**src/rtl/sync_rx_pkg.sv**
```systemverilog
// Shared types for the synchronous master receiver.
// Assumes: nothing beyond the enum encoding below (idle = 0).
package sync_rx_pkg;
    typedef enum logic {
        PH_IDLE   = 1'b0,
        PH_ACTIVE = 1'b1
    } sclk_phase_e;
endpackage

```
**src/rtl/rx_baud_gen.sv**
```systemverilog
// Shift-clock generator. It counts system cycles up to the half-period
// limit and toggles the clock phase each time the limit is reached.
// Assumes: run low forces the counter and phase back to idle.
module rx_baud_gen
    import sync_rx_pkg::*;
#(
    parameter int HALF_W = 8
) (
    input  logic              clk,
    input  logic              rst_n,
    input  logic              run,
    input  logic              wide,
    input  logic [HALF_W-1:0] div_hi,
    input  logic [HALF_W-1:0] div_lo,
    output sclk_phase_e       phase,
    output logic              fall_tick
);
    localparam int DIV_W = 2 * HALF_W;

    logic [DIV_W-1:0] half_lim;
    logic [DIV_W-1:0] cnt;
    logic             reached;

    // Pick the half-period limit from one or both divider bytes.
    always_comb begin
        half_lim = wide ? {div_hi, div_lo} : {{HALF_W{1'b0}}, div_lo};
        reached  = (cnt >= half_lim);
    end

    // Count cycles and toggle the phase at each limit.
    always_ff @(posedge clk) begin
        if (!rst_n || !run) begin
            cnt   <= '0;
            phase <= PH_IDLE;
        end else if (reached) begin
            cnt   <= '0;
            phase <= (phase == PH_IDLE) ? PH_ACTIVE : PH_IDLE;
        end else begin
            cnt <= cnt + 1'b1;
        end
    end

    // Flag the edge on which the clock returns to idle (the sample point).
    assign fall_tick = run && reached && (phase == PH_ACTIVE);
endmodule

```
**src/rtl/rx_shifter.sv**
```systemverilog
// Bit collector. On each sample tick it stores the data line at the next
// bit index, least-significant bit first. It flags the tick that completes
// a word and presents the full word, including that last bit, on the same cycle.
// Assumes: run low abandons any partial word.
module rx_shifter #(
    parameter int WORD_W = 8
) (
    input  logic            clk,
    input  logic            rst_n,
    input  logic            run,
    input  logic            nine,
    input  logic            fall_tick,
    input  logic            sdata,
    output logic [WORD_W:0] word_cap,
    output logic            word_done
);
    localparam int FULL_W = WORD_W + 1;
    localparam int IDX_W  = $clog2(FULL_W + 1);

    logic [FULL_W-1:0] sr;
    logic [IDX_W-1:0]  idx;
    logic [IDX_W-1:0]  last;

    // Index of the final bit for the selected word length.
    assign last      = nine ? IDX_W'(WORD_W) : IDX_W'(WORD_W - 1);
    assign word_done = fall_tick && (idx == last);

    // Advance the bit index per sample and wrap at the end of a word.
    always_ff @(posedge clk) begin
        if (!rst_n || !run) begin
            idx <= '0;
        end else if (fall_tick) begin
            idx <= (idx == last) ? '0 : idx + 1'b1;
        end
    end

    // Store the sampled bit at its index.
    always_ff @(posedge clk) begin
        if (!rst_n) begin
            sr <= '0;
        end else if (fall_tick) begin
            sr[idx] <= sdata;
        end
    end

    // Present the word with the bit being sampled this cycle merged in.
    for (genvar b = 0; b < FULL_W; b++) begin : g_cap
        assign word_cap[b] = (fall_tick && idx == IDX_W'(b)) ? sdata : sr[b];
    end
endmodule

```
**src/rtl/rx_holding.sv**
```systemverilog
// Control and holding stage. It keeps the one-shot arm, the stored word,
// the complete flag and the overrun error, and derives the run enable.
// Assumes: word_done is a single-cycle pulse from the shifter.
module rx_holding #(
    parameter int WORD_W = 8
) (
    input  logic              clk,
    input  logic              rst_n,
    input  logic              single_go,
    input  logic              cont_en,
    input  logic              nine,
    input  logic              rd_req,
    input  logic              word_done,
    input  logic [WORD_W:0]   word_in,
    output logic              run,
    output logic [WORD_W-1:0] rx_data,
    output logic              rx_bit8,
    output logic              rx_done,
    output logic              overrun
);
    logic single_arm;
    logic cont_q;
    logic load_ok;
    logic ovr_set;
    logic ovr_clr;

    // Decide whether to store, discard as overrun, or clear the error.
    always_comb begin
        load_ok = word_done && (!rx_done || rd_req);
        ovr_set = word_done && rx_done && !rd_req;
        ovr_clr = cont_q && !cont_en;
        run     = (cont_en || single_arm) && !overrun;
    end

    // Arm one-shot mode and disarm it at the end of any word.
    always_ff @(posedge clk) begin
        if (!rst_n) begin
            single_arm <= 1'b0;
            cont_q     <= 1'b0;
        end else begin
            cont_q <= cont_en;
            if (word_done)      single_arm <= 1'b0;
            else if (single_go) single_arm <= 1'b1;
        end
    end

    // Keep the overrun error until continuous mode is dropped.
    always_ff @(posedge clk) begin
        if (!rst_n || ovr_clr) overrun <= 1'b0;
        else if (ovr_set)      overrun <= 1'b1;
    end

    // Store completed words and manage the complete flag.
    always_ff @(posedge clk) begin
        if (!rst_n) begin
            rx_data <= '0;
            rx_bit8 <= 1'b0;
            rx_done <= 1'b0;
        end else if (load_ok) begin
            rx_data <= word_in[WORD_W-1:0];
            rx_bit8 <= nine & word_in[WORD_W];
            rx_done <= 1'b1;
        end else if (rd_req) begin
            rx_done <= 1'b0;
        end
    end
endmodule

```
**src/rtl/sync_master_rx.sv**
```systemverilog
// Top of the synchronous master receiver. It joins the clock generator,
// the bit collector and the holding stage, and applies the clock polarity.
// Assumes: all control inputs are synchronous to clk.
module sync_master_rx
    import sync_rx_pkg::*;
#(
    parameter int HALF_W = 8,
    parameter int WORD_W = 8
) (
    input  logic              clk,
    input  logic              rst_n,
    input  logic              single_go,
    input  logic              cont_en,
    input  logic              nine_bit,
    input  logic              clk_inv,
    input  logic              wide_div,
    input  logic [HALF_W-1:0] div_hi,
    input  logic [HALF_W-1:0] div_lo,
    input  logic              irq_en,
    input  logic              rd_req,
    input  logic              sdata_in,
    output logic              sclk_out,
    output logic [WORD_W-1:0] rx_data,
    output logic              rx_bit8,
    output logic              rx_done,
    output logic              rx_irq,
    output logic              overrun
);
    sclk_phase_e     phase;
    logic            fall_tick;
    logic            run;
    logic            word_done;
    logic [WORD_W:0] word_cap;

    rx_baud_gen #(.HALF_W(HALF_W)) u_baud (
        .clk(clk), .rst_n(rst_n), .run(run), .wide(wide_div),
        .div_hi(div_hi), .div_lo(div_lo),
        .phase(phase), .fall_tick(fall_tick)
    );

    rx_shifter #(.WORD_W(WORD_W)) u_shift (
        .clk(clk), .rst_n(rst_n), .run(run), .nine(nine_bit),
        .fall_tick(fall_tick), .sdata(sdata_in),
        .word_cap(word_cap), .word_done(word_done)
    );

    rx_holding #(.WORD_W(WORD_W)) u_hold (
        .clk(clk), .rst_n(rst_n), .single_go(single_go), .cont_en(cont_en),
        .nine(nine_bit), .rd_req(rd_req), .word_done(word_done),
        .word_in(word_cap), .run(run), .rx_data(rx_data),
        .rx_bit8(rx_bit8), .rx_done(rx_done), .overrun(overrun)
    );

    // Drive the pin with the selected polarity and gate the interrupt.
    assign sclk_out = (phase == PH_ACTIVE) ^ clk_inv;
    assign rx_irq   = rx_done & irq_en;
endmodule

```
**config.mk**
```make
export PLATFORM = sky130hd
export DESIGN_NAME = sync_master_rx
export DESIGN_NICKNAME = d
export VERILOG_FILES = /design/src/rtl/sync_rx_pkg.sv /design/src/rtl/rx_baud_gen.sv /design/src/rtl/rx_shifter.sv /design/src/rtl/rx_holding.sv /design/src/rtl/sync_master_rx.sv
export SDC_FILE = /design/constraint.sdc
export NUM_CORES = 1
export LEC_CHECK = 0
export BUFFER_PORTS_ARGS = -buffer_cell sky130_fd_sc_hd__buf_2
export CAP_MARGIN = 40
export CORE_ASPECT_RATIO = 0.7
export CORE_UTILIZATION = 60
export DETAILED_ROUTE_END_ITERATION = 6
export GPL_TIMING_DRIVEN = 1
export PLACE_DENSITY_LB_ADDON = 0.25
export SLEW_MARGIN = 10
export SYNTH_ARGS = -nofsm -noshare
export SYNTH_HDL_FRONTEND = slang
export SYNTH_SLANG_ARGS = --single-unit
```
**constraint.sdc**
```tcl
create_clock -name clk -period 3.9 [get_ports clk]
set_clock_uncertainty 0.05 [all_clocks]
set_input_delay 0 -clock clk [delete_from_list [all_inputs] [get_ports clk]]
set_output_delay 0 -clock clk [all_outputs]
set_load 0.02 [all_outputs]
```
==> After elaboration in Yosys (flattened, before gate mapping) <==
Index checks and enable logic that the tools add are counted.
{ "word_totals": {"reg_bits": 43, "inputBits": 26, "out_inout_bits": 13} }
{ "classes": {"add_sub_neg": 2, "magnitude_cmp": 3, "eq_ne": 9, "mux": 18, "bitwise": 4, "n_reduce_logical": 32} }
{ "op_table": {"columns": ["cell", "count"], "rows": [
  ["$logic_and 1x1->1", 18],
  ["$add 16x1->16 const B", 1],
  ["$eq 4x3->1 const B", 4],
  ["$ge 16x16->1", 1],
  ["$mux 16", 1],
  ["$mux 1", 13],
  ["$bwmux 9", 1],
  ["$eq 4x2->1 const B", 2],
  ["$mux 4", 2],
  ["$logic_not 1->1", 6],
  ["$lt 4x5->1 const B", 1],
  ["$add 4x1->4 const B", 1],
  ["$demux 1 s4", 1],
  ["$eq 4x1->1 const B", 1],
  ["$eq 4x4->1", 1],
  ["$eq 4x4->1 const B", 1],
  ["$ge 4x1->1 const B", 1],
  ["$logic_not 4->1", 1],
  ["$logic_or 1x1->1", 4],
  ["$reduce_or 2->1", 2],
  ["$and 1x1->1", 2],
  ["$reduce_bool 2->1", 1],
  ["$not 1->1", 1],
  ["$xor 1x1->1", 1]
]} }

==> Logic depth before layout (Yosys ltp) <==
Gate-level depths: netlist of the first run.
{ "depth": {"ltp_word": 7, "depth_mapped": 11, "depth_no_buf": 8} }

==> By module <==
Synthesis of the first run repeated with hierarchy kept, for this count alone.
{ "hier_totals": {"cells_unflattened": 255, "hier_area_um2": 2424.8} }
{ "by_module_without_submodules": {"columns": ["mod", "instances", "cells_each", "area_per_inst_um2"], "rows": [
  ["rx_baud_gen", 1, 133, 1143.6],
  ["rx_shifter", 1, 65, 748.2],
  ["rx_holding", 1, 55, 518.0],
  ["sync_master_rx", 1, 2, 15.0]
]} }

==> Worst setup path before layout of the first run <==
OpenSTA, ideal clock, no wires.
{ "synth_timing": {"kind": "flip-flop to flip-flop", "startpoint": "register u_baud.cnt[0]", "endpoint": "register u_hold.overrun", "t_arrival_ns": 2.345, "required_ns": 3.731, "slack_ns": 1.386, "stages_incl_launch_ff": 9, "path_buffers": 0, "path_cell_list": "dfxtp_1 -> inv_1 -> ha_1 -> nand2b_1 -> a2111o_1 -> a311oi_4 -> a21oi_2 -> and3b_1 -> o221a_1"} }
{ "synth_via": {"elab_chain_cells": 6} }
{ "synth_rtl": {"columns": ["element", "line", "text"], "rows": [
  ["start: declaration", "rx_baud_gen.sv:21", "logic [DIV_W-1:0] cnt;"],
  ["start signal: assignment", "rx_baud_gen.sv:39", "cnt <= cnt + 1'b1;"],
  ["$ge 16x16->1", "rx_baud_gen.sv:27", "reached = (cnt >= half_lim);"],
  ["$logic_and 1x1->1 (2 in series)", "rx_baud_gen.sv:44", "assign fall_tick = run && reached && (phase == PH_ACTIVE);"],
  ["$logic_and 1x1->1", "rx_shifter.sv:26", "assign word_done = fall_tick && (idx == last);"],
  ["$logic_and 1x1->1 (2 in series)", "rx_holding.sv:30", "ovr_set = word_done && rx_done && !rd_req;"],
  ["end signal: assignment", "rx_holding.sv:49", "if (!rst_n || ovr_clr) overrun <= 1'b0;"],
  ["end signal: assignment", "rx_holding.sv:50", "else if (ovr_set) overrun <= 1'b1;"],
  ["end: declaration", "rx_holding.sv:19", "output logic overrun"]
]} }
Every way passes these cells.
A chain may end at the register's enable or synchronous reset.

==> Worst setup path after layout of the first run <==
{ "layout_timing": {"startpoint": "register u_baud.cnt[11]", "endpoint": "register u_hold.rx_data[5]"} }
{ "layout_via": {"elab_chain_cells": 5, "word_cells_on_any_way": 7, "classes_between": "1 x order compare; 1 x mux; 5 x reduce/logical"} }
{ "layout_rtl": {"columns": ["element", "line", "text"], "rows": [
  ["$ge 16x16->1 (*)", "rx_baud_gen.sv:27", null],
  ["$logic_and 1x1->1 (*) (2 in series)", "rx_baud_gen.sv:44", null],
  ["$logic_and 1x1->1 (on tied branches)", "rx_shifter.sv:48, rx_shifter.sv:26", null],
  ["$mux 1 / $logic_and 1x1->1 (equally long branches)", "rx_shifter.sv:48, rx_holding.sv:29", null],
  ["end signal: assignment", "rx_holding.sv:60", "rx_data <= word_in[WORD_W-1:0];"],
  ["end: declaration", "rx_holding.sv:16", "output logic [WORD_W-1:0] rx_data,"]
]} }
Mark *: on every way between the ends. The rest lies on a longest branch, timed or not.

==> out/metrics.cfg, run 1 <==
[run_status]
status = completed

[clock_tree]
cts_root_buf = clkbuf_8
path_clk_slew_ns = 0.08
cts_buffers = 5
cts_buffer_depth = 2
clock_sinks = 43
cts_tree = done
clk_latency_ns = 0.29
cts_setup_buffers = 0
htree_levels = 2

[synthesis]
synth-seq-cells = 43
syn-mean-instance-area_sq_um = 8.918
synth-main-ff-cell = dfxtp_1
syn_area_sq_um = 2372
synth_cell_types = 45
synth_fp_nets = 313
async_flop_share_pct = 0
yosysWarnings = 0
ys_seq_area_share_pct = 36.29
synth_edf_count = 0
netlist_instances = 266

[floorplanning]
rows = 18
die_area_sq_um = 4213
initial_core_util_pct = 65.02
die_w_um = 77.16
core_sq_um = 3649
boundaryPins = 39
die_h_um = 54.61

[timing]
max_freq_mhz = 349.6
hold_viol_final = 0
maxSlewHeadroom_pct = 48.14
hold_ws_ns = 0.03563
tightest_slew_ns = 0.7779
post-route-min-period_ns = 2.861
setup_viol = 0
grt_setup_unrepaired = no
post-route-period-util_pct = 73.35
finalMaxSlewViolations = 0
setup_tns_ns = 0

[setup_path]
crit_chain = ha_1 > and4_1 > o211ai_1 > a31o_2 > a21oi_2 > nor3b_1 > a31oi_1
crit_path_start_kind = flip-flop
crit_fanout = 19
r2r_slack_ns = 1.04
worst_setup_path_end_kind = flip-flop
cp_slowest_cell = a21oi_2
crit_type = flip-flop to flip-flop
worstPathRequired_ns = 4.00
max_stage_delay_ns = 0.61
cp.arrival_ns = 2.96

[layout]
fillCellCount = 293
post-route-util_pct = 74.42
nNetsFinal = 352
areaGrowthSynthToFinish_pct = 14.45
layout.cells.non_filler = 355
antenna-diode-count = 0
fin_area_sq_um = 2715
drive_gt1_share_pct = 16.39

[detailed_routing]
postRouteAntennaNets = 0
drc = 0
vias = 1985
wirelength_um = 4736
drtIter0Drc = 66
viasPerCell = 5.592
wl_per_cell_um = 13.34
drt_pre_antenna_iters = 4

[place]
gp_congestion = 0.7919
postPlaceCellArea_sq_um = 2582
post-place-cells = 345
port-buffer-count = 38
dpl.hpwl_um = 3536

[run]
cap_viol_max_count = 0

[grt]
antenna_found_initial = 0
grt_max_degree = 26
grt_pass1_wl_um = 7879
overflow = 0
grtUsageTotal_pct = 24.66
first_global_vias = 1796

[power]
max-vdd-ir-drop_uv = 251.0
power.density_nw_per_um2 = 306.4
power.leakage_nw = 1.148

[min_path]
hp-class = primary input to flip-flop

## where the power goes
part	total, mW	internal (mW)	switching, mW
registers	0.445	0.442	0.00330
logic	0.0566	0.0259	0.0307
clock network	0.330	0.188	0.143
total	0.832	0.655	0.177
## cell usage in the layout (no fill, tap or decap), types with 4 or more instances in the layout
cell type,count
dfxtp_1,43
o21ai_0,10
mux2i_1,10
a31o_1,5
ha_1,21
buf_2,38
nand4_1,8
nand2_1,23
nand3_1,8
a211oi_1,5
a31oi_1,5
or3_1,4
a21boi_1,5
xor2_1,6
nor2b_1,13
xnor2_1,6
clkbuf_8,5
nor2_1,23
inv_1,18
a21oi_1,9
## cell type report
| cell class | count | area (sq um) | share of cell area [%] |
|---|---|---|---|
| multi-input combinational | 196 | 1401 | 51.61 |
| sequential | 43 | 860.8 | 31.71 |
| timing repair buffer | 41 | 220.2 | 8.111 |
| clock buffer | 6 | 72.57 | 2.673 |
| inverter | 18 | 67.56 | 2.488 |
| tap | 50 | 62.56 | 2.304 |
| clock inverter | 1 | 30.03 | 1.106 |
## worst max-delay path: cells and delay by family, from the launching register on
kind | cells | cell delay, ns
AO/OA/AOI/OAI | 4 | 1.19
AND/OR/NAND/NOR | 2 | 0.78
flip-flops | 1 | 0.36
adder cells (fa/ha/maj) | 1 | 0.33
## registers in the layout, summed over array words and instances, names as in the netlist
register	flops
u_hold.rx_done	1
u_shift.sr	9
u_hold.overrun	1
u_hold.single_arm	1
u_hold.cont_q	1
u_hold.rx_bit8	1
u_hold.rx_data	8
u_baud.phase	1
u_shift.idx	4
u_baud.cnt	16
## final timing paths
path,end,cells after the start,start
worst min register to register,u_shift.sr[8],2,u_shift.sr[8]
worst max-delay path,u_hold.rx_data[5],7,u_baud.cnt[11]
worst max register to register,u_hold.rx_data[5],7,u_baud.cnt[11]
worst min-delay path,u_shift.sr[8],3,sdata_in
## cell families (layout without fill, tap and decap cells)
family	Yosys count	in the layout	share of synthesized area (%)
fa+ha+maj	21	21	11.08
compound gates	56	56	18.30
buf+inv	27	66	4.641
flops	43	43	36.29
xor+xnor	12	12	4.430
simple gates	97	97	21.04
mux	10	10	4.220
## metal layers
metal	global-route usage, %	up-vias	share of wire, %
met5	0	-	0
met1	32.04	923	53
met4	8.491	0	1.1
li1	-	1021	-
met3	6.500	7	4.3
met2	40.56	34	42
## timing repair
item,in CTS,in global routing
gates resized for setup,0,0
setup endpoints to repair,0,0
hold buffers,3,0
hold endpoints to repair,4,0
## metrics by stage
| stage | setup WS [ns] | power, mW |
|---|---|---|
| floorplan | 1.386 | 0.4877 |
| global placement | 1.159 | 0.5075 |
| detailed placement | 1.076 | 0.5092 |
| CTS | 1.062 | 0.8359 |
| global route | 0.8351 | 0.8640 |
| finish | 1.040 | 0.8318 |
## cells in the mapped netlist, drive strengths merged, types with 2 or more instances
| master | number | area (sq um) |
|---|---|---|
| xnor2 | 6 | 52.55 |
| a21oi | 11 | 62.56 |
| or3 | 4 | 25.02 |
| a31oi | 5 | 31.28 |
| and4 | 2 | 17.52 |
| nor2b | 13 | 81.33 |
| ha | 21 | 262.8 |
| o21ai | 10 | 50.05 |
| a211oi | 5 | 37.54 |
| nor3b | 2 | 15.01 |
| mux2i | 10 | 100.1 |
| xor2 | 6 | 52.55 |
| nor2 | 23 | 86.33 |
| clkbuf | 6 | 22.52 |
| and3 | 3 | 18.77 |
| and2 | 3 | 18.77 |
| a21o | 2 | 15.01 |
| inv | 18 | 67.56 |
| o21a | 2 | 15.01 |
| nand2b | 3 | 18.77 |
| nand4 | 9 | 62.56 |
| o211a | 2 | 20.02 |
| nand2 | 23 | 86.33 |
| buf | 3 | 20.01 |
| a31o | 6 | 52.55 |
| a21boi | 5 | 37.54 |
| dfxtp | 43 | 860.8 |
| nand3 | 8 | 40.04 |
Power figures use the tool's default switching activity.
==> run 2, diff against run 1 <==
--- a/config.mk
+++ b/config.mk
@@ -8,7 +8,7 @@
 export BUFFER_PORTS_ARGS = -buffer_cell sky130_fd_sc_hd__buf_2
 export CAP_MARGIN = 40
 export CORE_ASPECT_RATIO = 0.7
-export CORE_UTILIZATION = 60
+export CORE_UTILIZATION = 51
 export DETAILED_ROUTE_END_ITERATION = 6
 export GPL_TIMING_DRIVEN = 1
 export PLACE_DENSITY_LB_ADDON = 0.25
==> constraint.sdc (replaced) <==
create_clock -name clk -period 2.5 [get_ports clk]
set_clock_uncertainty 0.05 [all_clocks]
set_input_delay 0 -clock clk [delete_from_list [all_inputs] [get_ports clk]]
set_output_delay 0 -clock clk [all_outputs]
set_load 0.02 [all_outputs]
==> out/metrics.cfg, run 2 (same netlist as run 1, synthesis figures left out) <==
[timing]
setup_viol = 0
maxSlewHeadroom_pct = 65.56
post-route-min-period_ns = 2.354
hold_viol_final = 0
worst_slack_ns = 0.1457
post-route-period-util_pct = 94.17
max_freq_mhz = 424.7
setup_tns_ns = 0
finalMaxSlewViolations = 0
tightest_slew_ns = 0.5156
grt_setup_unrepaired = no

[detailed_routing]
postRouteAntennaNets = 0
drt_pre_antenna_iters = 4
wl_per_cell_um = 12.90
wirelength_um = 4825
drtIter0Drc = 112
drc = 0
viasPerCell = 5.353
vias = 2002

[power]
power.density_nw_per_um2 = 458.8
power.leakage_nw = 1.219
max-vdd-ir-drop_uv = 327.8
p_total_mw = 1.299

[clock_tree]
clock_sinks = 43
cts_tree = done
path_clk_slew_ns = 0.08
clk_latency_ns = 0.29
cts_root_buf = clkbuf_8
cts_buffer_depth = 2
cts_buffers = 5
htree_levels = 2

[floorplanning]
core_sq_um = 4404
initial_core_util_pct = 53.86
die_area_sq_um = 4932
die_h_um = 59.06
rows = 20
boundaryPins = 39
die_w_um = 83.52

[setup_path]
crit_fanout = 10
crit_type = flip-flop to flip-flop
crit_path_start_kind = flip-flop
worstReg2RegStart = u_baud.cnt[10]
cp.arrival_ns = 2.49
crit_start = u_baud.cnt[10]
worst_setup_path_end_kind = flip-flop
worstPathRequired_ns = 2.63

[layout]
nNetsFinal = 366
areaGrowthSynthToFinish_pct = 19.30
layout_common_cells = dfxtp_1 (43), buf_2 (38), nand2_1 (23), nor2_1 (23), ha_1 (21)
drive_gt1_share_pct = 20.06
largest_reg_flops = 16
layout.cells.non_filler = 374
final_common_cell = dfxtp_1
top_register = u_baud.cnt
fin_area_sq_um = 2830
antenna-diode-count = 0
top_regs = u_baud.cnt: 16 flops, u_shift.sr: 9 flops, u_hold.rx_data: 8 flops

[min_path]
hp-class = primary input to flip-flop
min-delay-start = sdata_in

[grt]
grtUsageTotal_pct = 20.58
grt_max_degree = 26
first_global_vias = 1750
antenna_found_initial = 0
overflow = 0
grt_pass1_wl_um = 7997

[place]
dpl.hpwl_um = 3670
postPlaceCellArea_sq_um = 2694
port-buffer-count = 38
pre_cts_slack_ns = 0.1370
post-place-cells = 364
gp_congestion = 0.7812

[run_status]
status = completed

[run]
cap_viol_max_count = 0

run 2: metal layers:
metal | share of wire, % | routed length [um] | track usage [%] | vias to the layer above
met5 | 0 | 0 | 0 | -
met4 | 0.87 | 42 | 5.327 | 0
met3 | 4.9 | 237 | 5.014 | 5
met2 | 41 | 1993 | 30.09 | 41
met1 | 53 | 2552 | 30.47 | 909
li1 | - | - | - | 1047
run 2: final timing paths:
check                 endpoint  slack [ns]  depth (start not counted)
max          u_hold.rx_data[0]        0.15                          9
min              u_shift.sr[6]        0.02                          3
max reg2reg  u_hold.rx_data[0]        0.15                          9
min reg2reg      u_shift.sr[8]        0.44                          2
run 2: critical path, cell delays in order, from the launching register on:
cell,delay [ns]
dfxtp_1,0.34
ha_1,0.29
and4_1,0.25
o211a_1,0.21
a311oi_4,0.11
buf_4,0.19
a2111oi_4,0.36
buf_6,0.20
mux2i_1,0.19
nor2b_1,0.06
run 2: metrics by stage:
stage	hold slack, ns	util [%]
6_report	0.01966	64.26
5_1_grt	0.02195	64.26
4_1_cts	0.02002	64.18
3_5_place_dp	0.1954	61.16
3_3_place_gp	0.1930	61.16
2_1_floorplan	0.07431	-
run 2: final cells by class:
| class | instances | area (sq um) |
|---|---|---|
| Fill cell | 402 | 1574 |
| Multi-Input combinational cell | 196 | 1401 |
| Sequential cell | 43 | 860.8 |
| Timing Repair Buffer | 55 | 329.1 |
| Clock buffer | 6 | 72.57 |
| Tap cell | 55 | 68.82 |
| Inverter | 18 | 67.56 |
| Clock inverter | 1 | 30.03 |
run 2: power breakdown:
| group | internal, mW | switching, mW |
|---|---|---|
| clock | 0.293 | 0.216 |
| sequential | 0.689 | 0.00233 |
| combinational | 0.0465 | 0.0521 |
run 2: timing repair:
item                                    in CTS  in global routing
endpoints found under the setup margin       0                  4
setup buffers                                0                  0
endpoints found under the hold margin        4                  0
gates resized for setup                      0                  1
hold buffers                                 3                  0
==> run 3, diff against run 2 <==
--- a/config.mk
+++ b/config.mk
@@ -10,8 +10,8 @@
 export CORE_ASPECT_RATIO = 0.7
 export CORE_UTILIZATION = 51
 export DETAILED_ROUTE_END_ITERATION = 6
-export GPL_TIMING_DRIVEN = 1
 export PLACE_DENSITY_LB_ADDON = 0.25
+export REMOVE_ABC_BUFFERS = 1
 export SLEW_MARGIN = 10
 export SYNTH_ARGS = -nofsm -noshare
 export SYNTH_HDL_FRONTEND = slang
==> out/metrics.cfg, run 3 (same netlist as run 1, synthesis figures left out) <==
[run_status]
status = completed

[detailed_routing]
wl_per_cell_um = 13.99
postRouteAntennaNets = 0
viasPerCell = 5.508
drtIter0Drc = 131
vias = 2049
drt_pre_antenna_iters = 4
wirelength_um = 5206
drc = 0

[power]
seqPwrFrac_pct = 57.0
p_comb_share_pct = 8.2
p_int_mw = 0.9253
power_frac_clock_pct = 34.8
switching_share_pct = 23.69
p_sw_mw = 0.2873
power.leakage_nw = 1.205
max-vdd-ir-drop_uv = 318.4
power.density_nw_per_um2 = 432.5

[timing]
hold_viol_final = 0
tightest_slew_ns = 0.5788
maxSlewHeadroom_pct = 61.34
worst_slack_ns = 0.1206
grt_setup_unrepaired = no
post-route-period-util_pct = 95.18
setup_viol = 0
setup_tns_ns = 0
finalMaxSlewViolations = 0
post-route-min-period_ns = 2.379
max_freq_mhz = 420.3

[min_path]
hold-path-endpoint = u_shift.sr[8]
min-delay-start = sdata_in
whs_path_depth = 3
hp-class = primary input to flip-flop

[layout]
top_register = u_baud.cnt
post-route-util_pct = 63.66
top_regs = u_baud.cnt: 16 flops, u_shift.sr: 9 flops, u_hold.rx_data: 8 flops
antenna-diode-count = 0
nNetsFinal = 364
largest_reg_flops = 16
layout.cells.non_filler = 372
drive_gt1_share_pct = 19.87
final_common_cell = dfxtp_1
layout_common_cells = dfxtp_1 (43), buf_2 (39), nand2_1 (23), nor2_1 (23), ha_1 (21)
areaGrowthSynthToFinish_pct = 18.20

[run]
cap_viol_max_count = 0

[clock_tree]
path_clk_slew_ns = 0.08
cts_root_buf = clkbuf_8
cts_buffer_depth = 2
cts_tree = done
clock_sinks = 43
cts_buffers = 5
clk_latency_ns = 0.29
htree_levels = 2

[grt]
first_global_vias = 1855
overflow = 0
grtUsageTotal_pct = 21.94
antenna_found_initial = 0
grt_pass1_wl_um = 8542
grt_max_degree = 26

[floorplanning]
rows = 20
die_w_um = 83.52
core_sq_um = 4404
initial_core_util_pct = 53.86
die_area_sq_um = 4932
boundaryPins = 39
die_h_um = 59.06

[place]
gp_congestion = 0.8598
pre_cts_slack_ns = 0.07169
post-place-cells = 361
dpl.hpwl_um = 3921
port-buffer-count = 38

[setup_path]
worst_setup_path_end_kind = flip-flop
worstPathRequired_ns = 2.67
r2r_cells = 9
crit_path_start_kind = flip-flop
crit_fanout = 14
worstReg2RegStart = u_baud.cnt[0]
r2r_end = u_hold.rx_data[4]
r2r_slack_ns = 0.12
cp.arrival_ns = 2.54
crit_type = flip-flop to flip-flop

run 3: layout make-up:
cell class                 instances  area [sq um]
fill                             380          1600
multi-input combinational        196          1409
sequential                        43         860.8
timing repair buffer              53         315.3
clock buffer                       5         68.82
tap                               55         68.82
inverter                          18         67.56
clock inverter                     2         13.76
run 3: per-stage QoR:
| step | total power [mW] | hold WS, ns | cell area [sq um] |
|---|---|---|---|
| floorplan | 0.7544 | 0.06761 | 2330 |
| global placement | 0.7988 | 0.1943 | 2671 |
| detailed placement | 0.8025 | 0.2046 | 2671 |
| CTS | 1.227 | 0.02528 | 2784 |
| global route | 1.263 | 0.04836 | 2804 |
| finish | 1.213 | 0.02387 | 2804 |
run 3: power by group through the flow:
stage / logic (mW) / clock network, mW / registers (mW)
after floorplan: 0.0452 / 0 / 0.709
after global placement: 0.0915 / 0 / 0.707
after detailed placement: 0.0949 / 0 / 0.708
after CTS: 0.0992 / 0.436 / 0.691
after global routing: 0.111 / 0.460 / 0.692
final: 0.0994 / 0.422 / 0.691
run 3: how the worst max path moves through the flow:
stage	slack, ns	end	from	cells past startpoint
CTS	0.05	u_hold.rx_data[5]	u_baud.cnt[0]	10
finish	0.12	u_hold.rx_data[4]	u_baud.cnt[0]	9
floorplan	-0.11	u_hold.overrun	u_baud.cnt[0]	8
global route	0.006	u_hold.rx_data[4]	u_baud.cnt[0]	9
global placement	0.16	u_hold.rx_data[7]	u_baud.cnt[0]	10
detailed placement	0.07	u_hold.rx_data[5]	u_baud.cnt[0]	10
run 3: critical path, stage by stage, from the launching register on:
cell and delay, ns:
dfxtp_1 0.33, inv_1 0.04, ha_1 0.25, nand2b_1 0.14, a2111o_1 0.45, a311oi_4 0.31
a21oi_4 0.12, buf_4 0.21, a31o_1 0.23, a31oi_1 0.17
run 3: layer usage:
layer	vias up	part of all wire [%]	track usage (%)
met5	-	0	0
met1	957	53	31.75
met2	50	41	33.61
met3	2	5.8	4.596
met4	0	0.35	5.811
li1	1040	-	-
run 3: what timing repair did:
item,in CTS,in global routing
hold buffers,3,0
buffers inserted,0,0
setup endpoints to repair,0,7
endpoints found under the hold margin,4,0
resized for setup,0,3
